==> src/rtl/spi_hold_pkg.sv <==
package spi_hold_pkg;
  localparam int PIN_W = 4;

  typedef struct packed {
    logic cs_n;
    logic sck;
    logic si;
    logic hold_n;
  } pin_vec_t;

  localparam pin_vec_t PIN_IDLE = '{cs_n: 1'b1, sck: 1'b0, si: 1'b0, hold_n: 1'b1};
endpackage

==> src/rtl/spi_hold_sync.sv <==
module spi_hold_sync #(
  parameter int WIDTH  = 4,
  parameter int STAGES = 2,
  parameter logic [WIDTH-1:0] RST_VAL = '0
) (
  input  logic             clk,
  input  logic             rst,
  input  logic [WIDTH-1:0] d_i,
  output logic [WIDTH-1:0] q_o
);
  localparam int LAST = STAGES - 1;

  logic [WIDTH-1:0] stg [STAGES];

  always_ff @(posedge clk) begin
    if (rst) stg[0] <= RST_VAL;
    else     stg[0] <= d_i;
  end

  genvar gi;
  generate
    for (gi = 1; gi < STAGES; gi++) begin : g_stage
      always_ff @(posedge clk) begin
        if (rst) stg[gi] <= RST_VAL;
        else     stg[gi] <= stg[gi-1];
      end
    end
  endgenerate

  assign q_o = stg[LAST];
endmodule

==> src/rtl/spi_hold_edge.sv <==
module spi_hold_edge (
  input  logic clk,
  input  logic rst,
  input  logic lvl_i,
  output logic rise_o,
  output logic fall_o
);
  logic lvl_q;

  always_ff @(posedge clk) begin
    if (rst) lvl_q <= 1'b0;
    else     lvl_q <= lvl_i;
  end

  assign rise_o = lvl_i & ~lvl_q;
  assign fall_o = ~lvl_i & lvl_q;

  a_r2_edges_disjoint: assert property (@(posedge clk) disable iff (rst)
    !(rise_o && fall_o));
  a_r2_rise_one_cycle: assert property (@(posedge clk) disable iff (rst)
    rise_o |=> !rise_o);
  a_r2_fall_one_cycle: assert property (@(posedge clk) disable iff (rst)
    fall_o |=> !fall_o);
endmodule

==> src/rtl/spi_hold_ctrl.sv <==
module spi_hold_ctrl (
  input  logic clk,
  input  logic rst,
  input  logic cs_n_i,
  input  logic sck_i,
  input  logic hold_n_i,
  input  logic rise_i,
  input  logic fall_i,
  output logic paused_o,
  output logic rise_ok_o,
  output logic fall_ok_o
);
  logic paused_q;
  logic paused_d;

  // Pause entry/exit only while the synchronised clock is low; a hold
  // change seen with the clock high is thereby deferred to the next fall.
  always_comb begin
    paused_d = paused_q;
    if (cs_n_i)                          paused_d = 1'b0;
    else if (!paused_q && !hold_n_i && !sck_i) paused_d = 1'b1;
    else if (paused_q && hold_n_i && !sck_i)   paused_d = 1'b0;
  end

  always_ff @(posedge clk) begin
    if (rst) paused_q <= 1'b0;
    else     paused_q <= paused_d;
  end

  assign paused_o  = paused_q;
  assign rise_ok_o = rise_i & ~cs_n_i & ~paused_q;
  // A fall that coincides with a pending pause is the entry point: swallow it.
  assign fall_ok_o = fall_i & ~cs_n_i & ~paused_q & hold_n_i;

  a_r3_enter_low_sck: assert property (@(posedge clk) disable iff (rst)
    $rose(paused_q) |-> $past(!sck_i && !hold_n_i && !cs_n_i));
  a_r4_leave_low_sck: assert property (@(posedge clk) disable iff (rst)
    $fell(paused_q) |-> $past(cs_n_i || (hold_n_i && !sck_i)));
  a_r7_deselect_clears: assert property (@(posedge clk) disable iff (rst)
    cs_n_i |=> !paused_q);
endmodule

==> src/rtl/spi_hold_frontend.sv <==
module spi_hold_frontend
  import spi_hold_pkg::*;
#(
  parameter int SYNC_STAGES = 2
) (
  input  logic clk,
  input  logic rst,
  input  logic cs_n_i,
  input  logic sck_i,
  input  logic si_i,
  input  logic hold_n_i,
  input  logic core_so_i,
  output logic shift_rise_o,
  output logic shift_fall_o,
  output logic si_o,
  output logic paused_o,
  output logic so_oe_o,
  output logic so_o
);
  pin_vec_t pins_raw;
  pin_vec_t pins_s;
  logic     rise_w, fall_w;
  logic     rise_ok_w, fall_ok_w;
  logic     paused_w;

  assign pins_raw = '{cs_n: cs_n_i, sck: sck_i, si: si_i, hold_n: hold_n_i};

  spi_hold_sync #(
    .WIDTH   (PIN_W),
    .STAGES  (SYNC_STAGES),
    .RST_VAL (PIN_IDLE)
  ) sync_i (
    .clk (clk),
    .rst (rst),
    .d_i (pins_raw),
    .q_o (pins_s)
  );

  spi_hold_edge edge_i (
    .clk    (clk),
    .rst    (rst),
    .lvl_i  (pins_s.sck),
    .rise_o (rise_w),
    .fall_o (fall_w)
  );

  spi_hold_ctrl ctrl_i (
    .clk       (clk),
    .rst       (rst),
    .cs_n_i    (pins_s.cs_n),
    .sck_i     (pins_s.sck),
    .hold_n_i  (pins_s.hold_n),
    .rise_i    (rise_w),
    .fall_i    (fall_w),
    .paused_o  (paused_w),
    .rise_ok_o (rise_ok_w),
    .fall_ok_o (fall_ok_w)
  );

  always_ff @(posedge clk) begin
    if (rst) begin
      shift_rise_o <= 1'b0;
      shift_fall_o <= 1'b0;
      si_o         <= 1'b0;
      paused_o     <= 1'b0;
      so_oe_o      <= 1'b0;
      so_o         <= 1'b0;
    end else begin
      shift_rise_o <= rise_ok_w;
      shift_fall_o <= fall_ok_w;
      si_o         <= pins_s.si;
      paused_o     <= paused_w;
      so_oe_o      <= ~pins_s.cs_n & pins_s.hold_n;
      so_o         <= core_so_i;
    end
  end

  a_r6_hold_drops_oe: assert property (@(posedge clk) disable iff (rst)
    !pins_s.hold_n |=> !so_oe_o);
  a_r7_deselect_no_pulse: assert property (@(posedge clk) disable iff (rst)
    pins_s.cs_n |=> !shift_rise_o && !shift_fall_o);
  a_r5_paused_no_pulse: assert property (@(posedge clk) disable iff (rst)
    paused_w |=> !shift_rise_o && !shift_fall_o);
endmodule

==> config.mk <==
export PLATFORM = sky130hd
export DESIGN_NAME = spi_hold_frontend
export DESIGN_NICKNAME = d
export VERILOG_FILES = /design/src/rtl/spi_hold_pkg.sv /design/src/rtl/spi_hold_sync.sv /design/src/rtl/spi_hold_edge.sv /design/src/rtl/spi_hold_ctrl.sv /design/src/rtl/spi_hold_frontend.sv
export SDC_FILE = /design/constraint.sdc
export NUM_CORES = 1
export LEC_CHECK = 0
export BUFFER_PORTS_ARGS = -buffer_cell sky130_fd_sc_hd__clkbuf_2
export CAP_MARGIN = 0
export CORE_AREA = 2 2 39 41
export DETAILED_ROUTE_END_ITERATION = 10
export DIE_AREA = 0 0 41 43
export HOLD_SLACK_MARGIN = 0.06
export SYNTH_ARGS = -nofsm -noshare
export SYNTH_HDL_FRONTEND = slang
export SYNTH_SLANG_ARGS = --single-unit
==> constraint.sdc <==
create_clock -name clk -period 1.8 [get_ports clk]
set_input_delay 0.09 -clock clk [delete_from_list [all_inputs] [get_ports clk]]
set_output_delay 0.09 -clock clk [all_outputs]
set_load 0.02 [all_outputs]
**Word-level counts from Yosys, hierarchy flattened**

Memory sizes are Yosys's and may differ from the RTL's.
Index checks and enable logic that the tools add are counted.
W data, S select, Z words.

- Bits in registers: 8
- RAM bits: 8
- Input port bits: 7
- Output and inout port bits: 6
- Word-level logic and storage cells: 39
- Memories kept: 1

Memories:

| name | words | width | rd ports | clocked after Yosys merged registers in | write ports | RTL line | text |
|---|---|---|---|---|---|---|---|
| sync_i.stg | 2 | 4 | 2 | 0 | 2 | spi_hold_sync.sv:13 | `logic [WIDTH-1:0] stg [STAGES];` |

- Mux-type cells: 7
- Bitwise logic cells: 14
- Reduce and logical (&&, ||, !) cells: 9

Operator list:

| cell | count |
|---|---|
| $and A1 B1 Y1 | 8 |
| $mux W4 | 2 |
| $mux W1 | 5 |
| $logic_and A1 B1 Y1 | 4 |
| $not A1 Y1 | 4 |
| $logic_not A1 Y1 | 3 |
| $or A1 B1 Y1 | 2 |
| $reduce_bool A2 Y1 | 1 |
| $reduce_or A2 Y1 | 1 |

**Longest topological paths before layout**

Gate-level depths: netlist of the first run.

- Depth after elaboration: 5
- Depth in mapped cells: 2
- Gate-level depth less buffers: 2

**By module**

A second synthesis of the first run with hierarchy kept.

- Cell total of the unflattened synthesis: 39
- Area total of the unflattened synthesis: 471.7 sq um

By module, submodules not included:

| module | times used | cells an instance | area each (sq um) | sequential area each (sq um) |
|---|---|---|---|---|
| spi_hold_sync | 1 | 16 | 210.2 | 160.2 |
| spi_hold_frontend | 1 | 12 | 163.9 | 120.1 |
| spi_hold_ctrl | 1 | 7 | 58.8 | 20.0 |
| spi_hold_edge | 1 | 4 | 38.8 | 20.0 |

**Least setup slack after synthesis of the first run**

No wires, ideal clock.

- Path kind: reg2reg
- From: mem sync_i.stg[1][2]
- To: reg ctrl_i.paused_q, in the netlist ctrl_i.paused_o
- Library setup time: 0.100 ns
- Data arrival time: 0.707 ns
- Required time: 1.700 ns
- Path slack: 0.994 ns
- Stages on the path, launching flop included: 3
- Path buffers: 0
- Clock period less this slack: 0.806 ns
- Cells stage by stage: dfxtp_1 -> nor2b_4 -> a2111oi_4

RTL lines:

| what | RTL line | text |
|---|---|---|
| start: declaration | spi_hold_sync.sv:13 |  |
| end signal: assignment | spi_hold_ctrl.sv:27 | `else paused_q <= paused_d;` |
| end: declaration | spi_hold_ctrl.sv:13 | `logic paused_q;` |

==> results of run 1 <==
worst paths after layout:
| check | from | end | slack [ns] | cells after the start |
|---|---|---|---|---|
| max | sync_i.stg[1][2] | ctrl_i.paused_o | 0.94 | 2 |
| max reg2reg | sync_i.stg[1][2] | ctrl_i.paused_o | 0.94 | 2 |
| min | rst | edge_i.lvl_q | 0.23 | 2 |
| min reg2reg | sync_i.stg[0][0] | sync_i.stg[1][0] | 0.41 | 1 |
metrics by stage:
stage / cell area (um^2) / instances / setup WS, ns
after floorplan: 498.0 / 36 / 0.9937
after global placement: 566.8 / 63 / 0.9832
after detailed placement: 566.8 / 63 / 0.9537
after CTS: 639.4 / 71 / 0.9325
after global routing: 639.4 / 71 / 0.8871
final: 639.4 / 71 / 0.9421
flip-flops by register name, indices dropped and copies added, names as in the netlist:
name and flops:
shift_fall_o 1, so_oe_o 1, si_o 1, so_o 1
sync_i.stg 8, paused_o 1, ctrl_i.paused_o 1, edge_i.lvl_q 1
shift_rise_o 1
layer usage:
layer  routed length (um)  vias to the layer above  GRT usage (%)
met3                   65                        2          9.424
met5                    0                        -              0
met1                  267                      119          7.541
met2                  243                       16          11.88
met4                    8                        0          6.000
li1                     -                      153              -
final cells by class:
class / instances / area (um^2) / share of cell area [%]
Multi-Input combinational cell: 18 / 162.7 / 25.44
Clock buffer: 3 / 22.52 / 3.523
Tap cell: 16 / 20.02 / 3.131
Sequential cell: 16 / 320.3 / 50.10
Inverter: 1 / 3.754 / 0.5871
Timing Repair Buffer: 17 / 110.1 / 17.22
cells in the final DEF, fill, tap and decap left out, drive strengths merged:
cell type	n
and3	1
clkbuf	15
dfxtp	16
nor4b	1
dlygate4sd3	5
and2b	2
nor2	2
inv	1
nor3b	1
nor2b	6
or2	4
a2111oi	1
cell usage after synthesis:
cell type,number,area (um^2)
a2111oi_4,1,27.53
and2b_1,2,15.01
and3_1,1,6.260
buf_6,1,11.26
dfxtp_1,16,320.3
inv_1,1,3.750
nor2_1,2,7.510
nor2b_1,5,31.28
nor2b_4,1,13.76
nor3b_2,1,12.51
nor4b_4,1,23.77
or2_1,4,25.02
cells by family (layout without fill, tap and decap cells):
family                 after synthesis  count (layout)
DFF                                 16              16
AOI/OAI and AO/OA                    1               1
and+or+nand+nor                     17              17
buffers and inverters                2              21
where the power goes:
part	internal, mW	switching [mW]	total, mW
registers	0.365	0.00526	0.371
logic	0.0225	0.0164	0.0389
clock network	0.0774	0.0938	0.171
total	0.465	0.115	0.581
==> flow_summary.ini, run 1 <==
[status]
status = finished, final reports clean

[synth]
synth_seq_cells = 16
synthCells = 36
synth_warnings = 0
seq_area_frac_synth_pct = 64.32
synthXorXnorAreaFrac_pct = 0
yosysUniqueCellTypes = 12
yosys.area_share.adder_pct = 0
synth_top_family_by_area = simple AND/OR/NAND/NOR gates
syn_area_um2 = 498.0
yosys.area_share.simple_pct = 27.14
syn_area_per_cell_um2 = 13.83
syn_nets = 43
synth_compound_area_share_pct = 5.528
synthMuxAreaShare_pct = 0

[min_path]
hold_class = in -> reg

[floorplan]
initial_core_util_pct = 35.99
std_cell_rows = 14
ios = 13
coreArea_um2 = 1384
die_area_um2 = 1763
die_h_um = 43
die_w_um = 41

[routing]
route.detailed.drc = 0
wl_per_cell_um = 8.225
num_vias = 290
drtIter0Drc = 2
detail_route.first_pass.iterations = 2
ant_nets = 0
vias_per_cell = 4.085
totalWireLength_um = 584

[sta]
clock.fmax_mhz = 1166
clock_skew_ns = 0.0005985
finalSetupViolations = 0
slew_viol_final = 0
setup-tns-final_ns = 0
holdWs_ns = 0.2269
final-hold-violation-count = 0
max_slew_margin_pct = 77.15
finalCriticalPeriod_ns = 0.8579
rsz0062_at_grt = false
tightest_slew_ns = 0.3428
period_share_pct = 47.66

[critical_path]
max_stage_delay_ns = 0.32
worst-path-buf-inv = 0
cp_top_family = flip-flops
critPathArrivalTime_ns = 1.04
crit_path_max_fanout = 3
cp_slowest_cell = dfxtp_1
cp_cell_sequence = nor2b_4 -> a2111oi_4
crit_type = reg -> reg
start_kind = flip-flop
crit_path_end_kind = flip-flop
crit_required_ns = 1.98

[run]
cap_violations = 0

[cells_and_area]
nets = 64
drive_above_1_share_pct = 34.55
antenna_cells = 0
final_util_pct = 46.20
area_delta_synth_final_pct = 28.39
fill_cells = 128

[cts]
path_clk_slew_ns = 0.08
cts_tree = built
clock_latency_ns = 0.27
cts-resized-gates = 0
root_buffer = clkbuf_4
cts.htree.levels = 1
cts_buffers = 3
postCtsHoldBufs = 5
clock-sinks = 16
clockBufferDepth = 2
cts_setup_buffers = 0

[place]
port_buffers = 12
gp_congestion = 0.6305
post-dp-hpwl_um = 373.3

[global_routing]
antenna_found_initial = 0
grt_pass1_wl_um = 903
grt_max_degree = 16
grt_pass1_vias = 228
grt_overflow = 0
track_usage_pct = 8.889

[power_and_ir_drop]
power_uw = 580.8
vdd_drop_max_v = 0.0005960
p_per_area_nw_per_um2 = 908.3
p_leak_nw = 0.2696
No activity file was read; power rests on OpenSTA's default activity.
==> inputs of run 2 (changes only) <==
- clock period: 1.8 -> 0.9 ns (I/O delays scaled with it)
==> run 2 against run 1 <==
Fmax is 7.1% higher; power is 100% higher; via count is 0.34% lower; worst setup slack worse by 0.84 ns; highest routed layer unchanged.
==> flow_summary.ini, run 2 (synthesized netlist as in run 1, its figures left out) <==
[floorplan]
die_area_um2 = 1763
die_h_um = 43
std_cell_rows = 14
die_w_um = 41
coreArea_um2 = 1384
initial_core_util_pct = 35.99
ios = 13

[routing]
totalWireLength_um = 580
top_layer_used = met4
num_vias = 289
wl_met2_um = 243
route.detailed.drc = 0
met1_length_um = 259
vias_per_cell = 4.070
ant_nets = 0
drtIter0Drc = 0
detail_route.first_pass.iterations = 1
routed-wl-met3_um = 68
wl_per_cell_um = 8.169

[cells_and_area]
nets = 64
antenna_cells = 0
largest_register = sync_i.stg
fill_cells = 129
largest_register_ffs = 8
final_cell_mix = dfxtp_1 (14), clkbuf_2 (12), nor2b_1 (5), dlygate4sd3_1 (5), or2_1 (4)
area_delta_synth_final_pct = 28.89
final-seq-area_um2 = 322.8
final_common_cell = dfxtp_1
drive_above_1_share_pct = 38.18
multi_input_area_um2 = 162.7

[cts]
cts_buffers = 3
cts_setup_buffers = 0
cts_tree = built
clockBufferDepth = 2
path_clk_slew_ns = 0.08
clock-sinks = 16
root_buffer = clkbuf_4
clock_latency_ns = 0.27
cts.htree.levels = 1

[critical_path]
crit_required_ns = 1.07
start_kind = flip-flop
crit_type = reg -> reg
cp_slowest_cell = dfxtp_1
cp_cell_sequence = nor3b_2 -> and3_1
max_stage_delay_ns = 0.45
worst-path-buf-inv = 0
r2r_cells = 2
cp.depth = 2
crit_path_end_kind = flip-flop
crit_path_max_fanout = 3
cp_top_family = flip-flops
critPathArrivalTime_ns = 0.97

[sta]
max_slew_margin_pct = 77.84
setup-tns-final_ns = 0
period_share_pct = 89.04
finalSetupViolations = 0
rsz0062_at_grt = false
final-hold-violation-count = 0
clock.fmax_mhz = 1248
tightest_slew_ns = 0.3324
setup_ws_ns = 0.09866
slew_viol_final = 0
clock_skew_ns = 0.0002669
finalCriticalPeriod_ns = 0.8013
holdWs_ns = 0.1731

[min_path]
hold_class = in -> reg
min_path_cells = 2

[global_routing]
antenna_found_initial = 0
grt_pass1_wl_um = 903
grt_max_degree = 16
grt_overflow = 0
track_usage_pct = 8.889
grt_pass1_vias = 228

[status]
status = finished, final reports clean

[place]
gp_congestion = 0.6305
post-dp-hpwl_um = 373.3
port_buffers = 12
place_ws_ns = 0.05368

[run]
cap_violations = 0

[power_and_ir_drop]
vdd_drop_max_v = 0.001194
p_leak_nw = 0.2703
p_per_area_nw_per_um2 = 1812
power_mw = 1.163
[run 2: per-layer routing]
metal / global-route usage [%] / vias to the layer above
li1: - / 152
met1: 7.541 / 119
met4: 6.000 / 0
met5: 0 / -
met3: 9.424 / 2
met2: 11.88 / 16
[run 2: cell type report]
type                       count  area share [%]
multi-input combinational     18           25.34
sequential                    16           50.29
clock buffer                   3           3.509
timing repair buffer          17           17.15
tap                           16           3.119
inverter                       1          0.5848
[run 2: worst paths after layout]
check / from / to / slack [ns]
setup / recovery: sync_i.stg[1][3] / shift_fall_o / 0.1
hold / removal: rst / sync_i.stg[1][2] / 0.17
setup reg to reg: sync_i.stg[1][3] / shift_fall_o / 0.1
hold reg to reg: sync_i.stg[0][0] / sync_i.stg[1][0] / 0.41
[run 2: metrics by stage]
stage | instances | utilization [%] | instance area (um^2)
finish | 71 | 46.38 | 641.9
global route | 71 | 46.38 | 641.9
CTS | 71 | 46.20 | 639.4
detailed placement | 63 | 40.96 | 566.8
global placement | 63 | 40.96 | 566.8
floorplan | 36 | - | 498.0
[run 2: power breakdown]
part	total [mW]	leakage [nW]	internal, mW	switching, mW
logic	0.0777	0.124	0.0451	0.0326
registers	0.742	0.132	0.731	0.0105
clock network	0.344	0.0138	0.155	0.189
[run 2: repair_timing]
item,CTS,global route
resized for setup,0,2
hold buffers,5,0
hold endpoints to repair,5,0
setup endpoints to repair,0,1
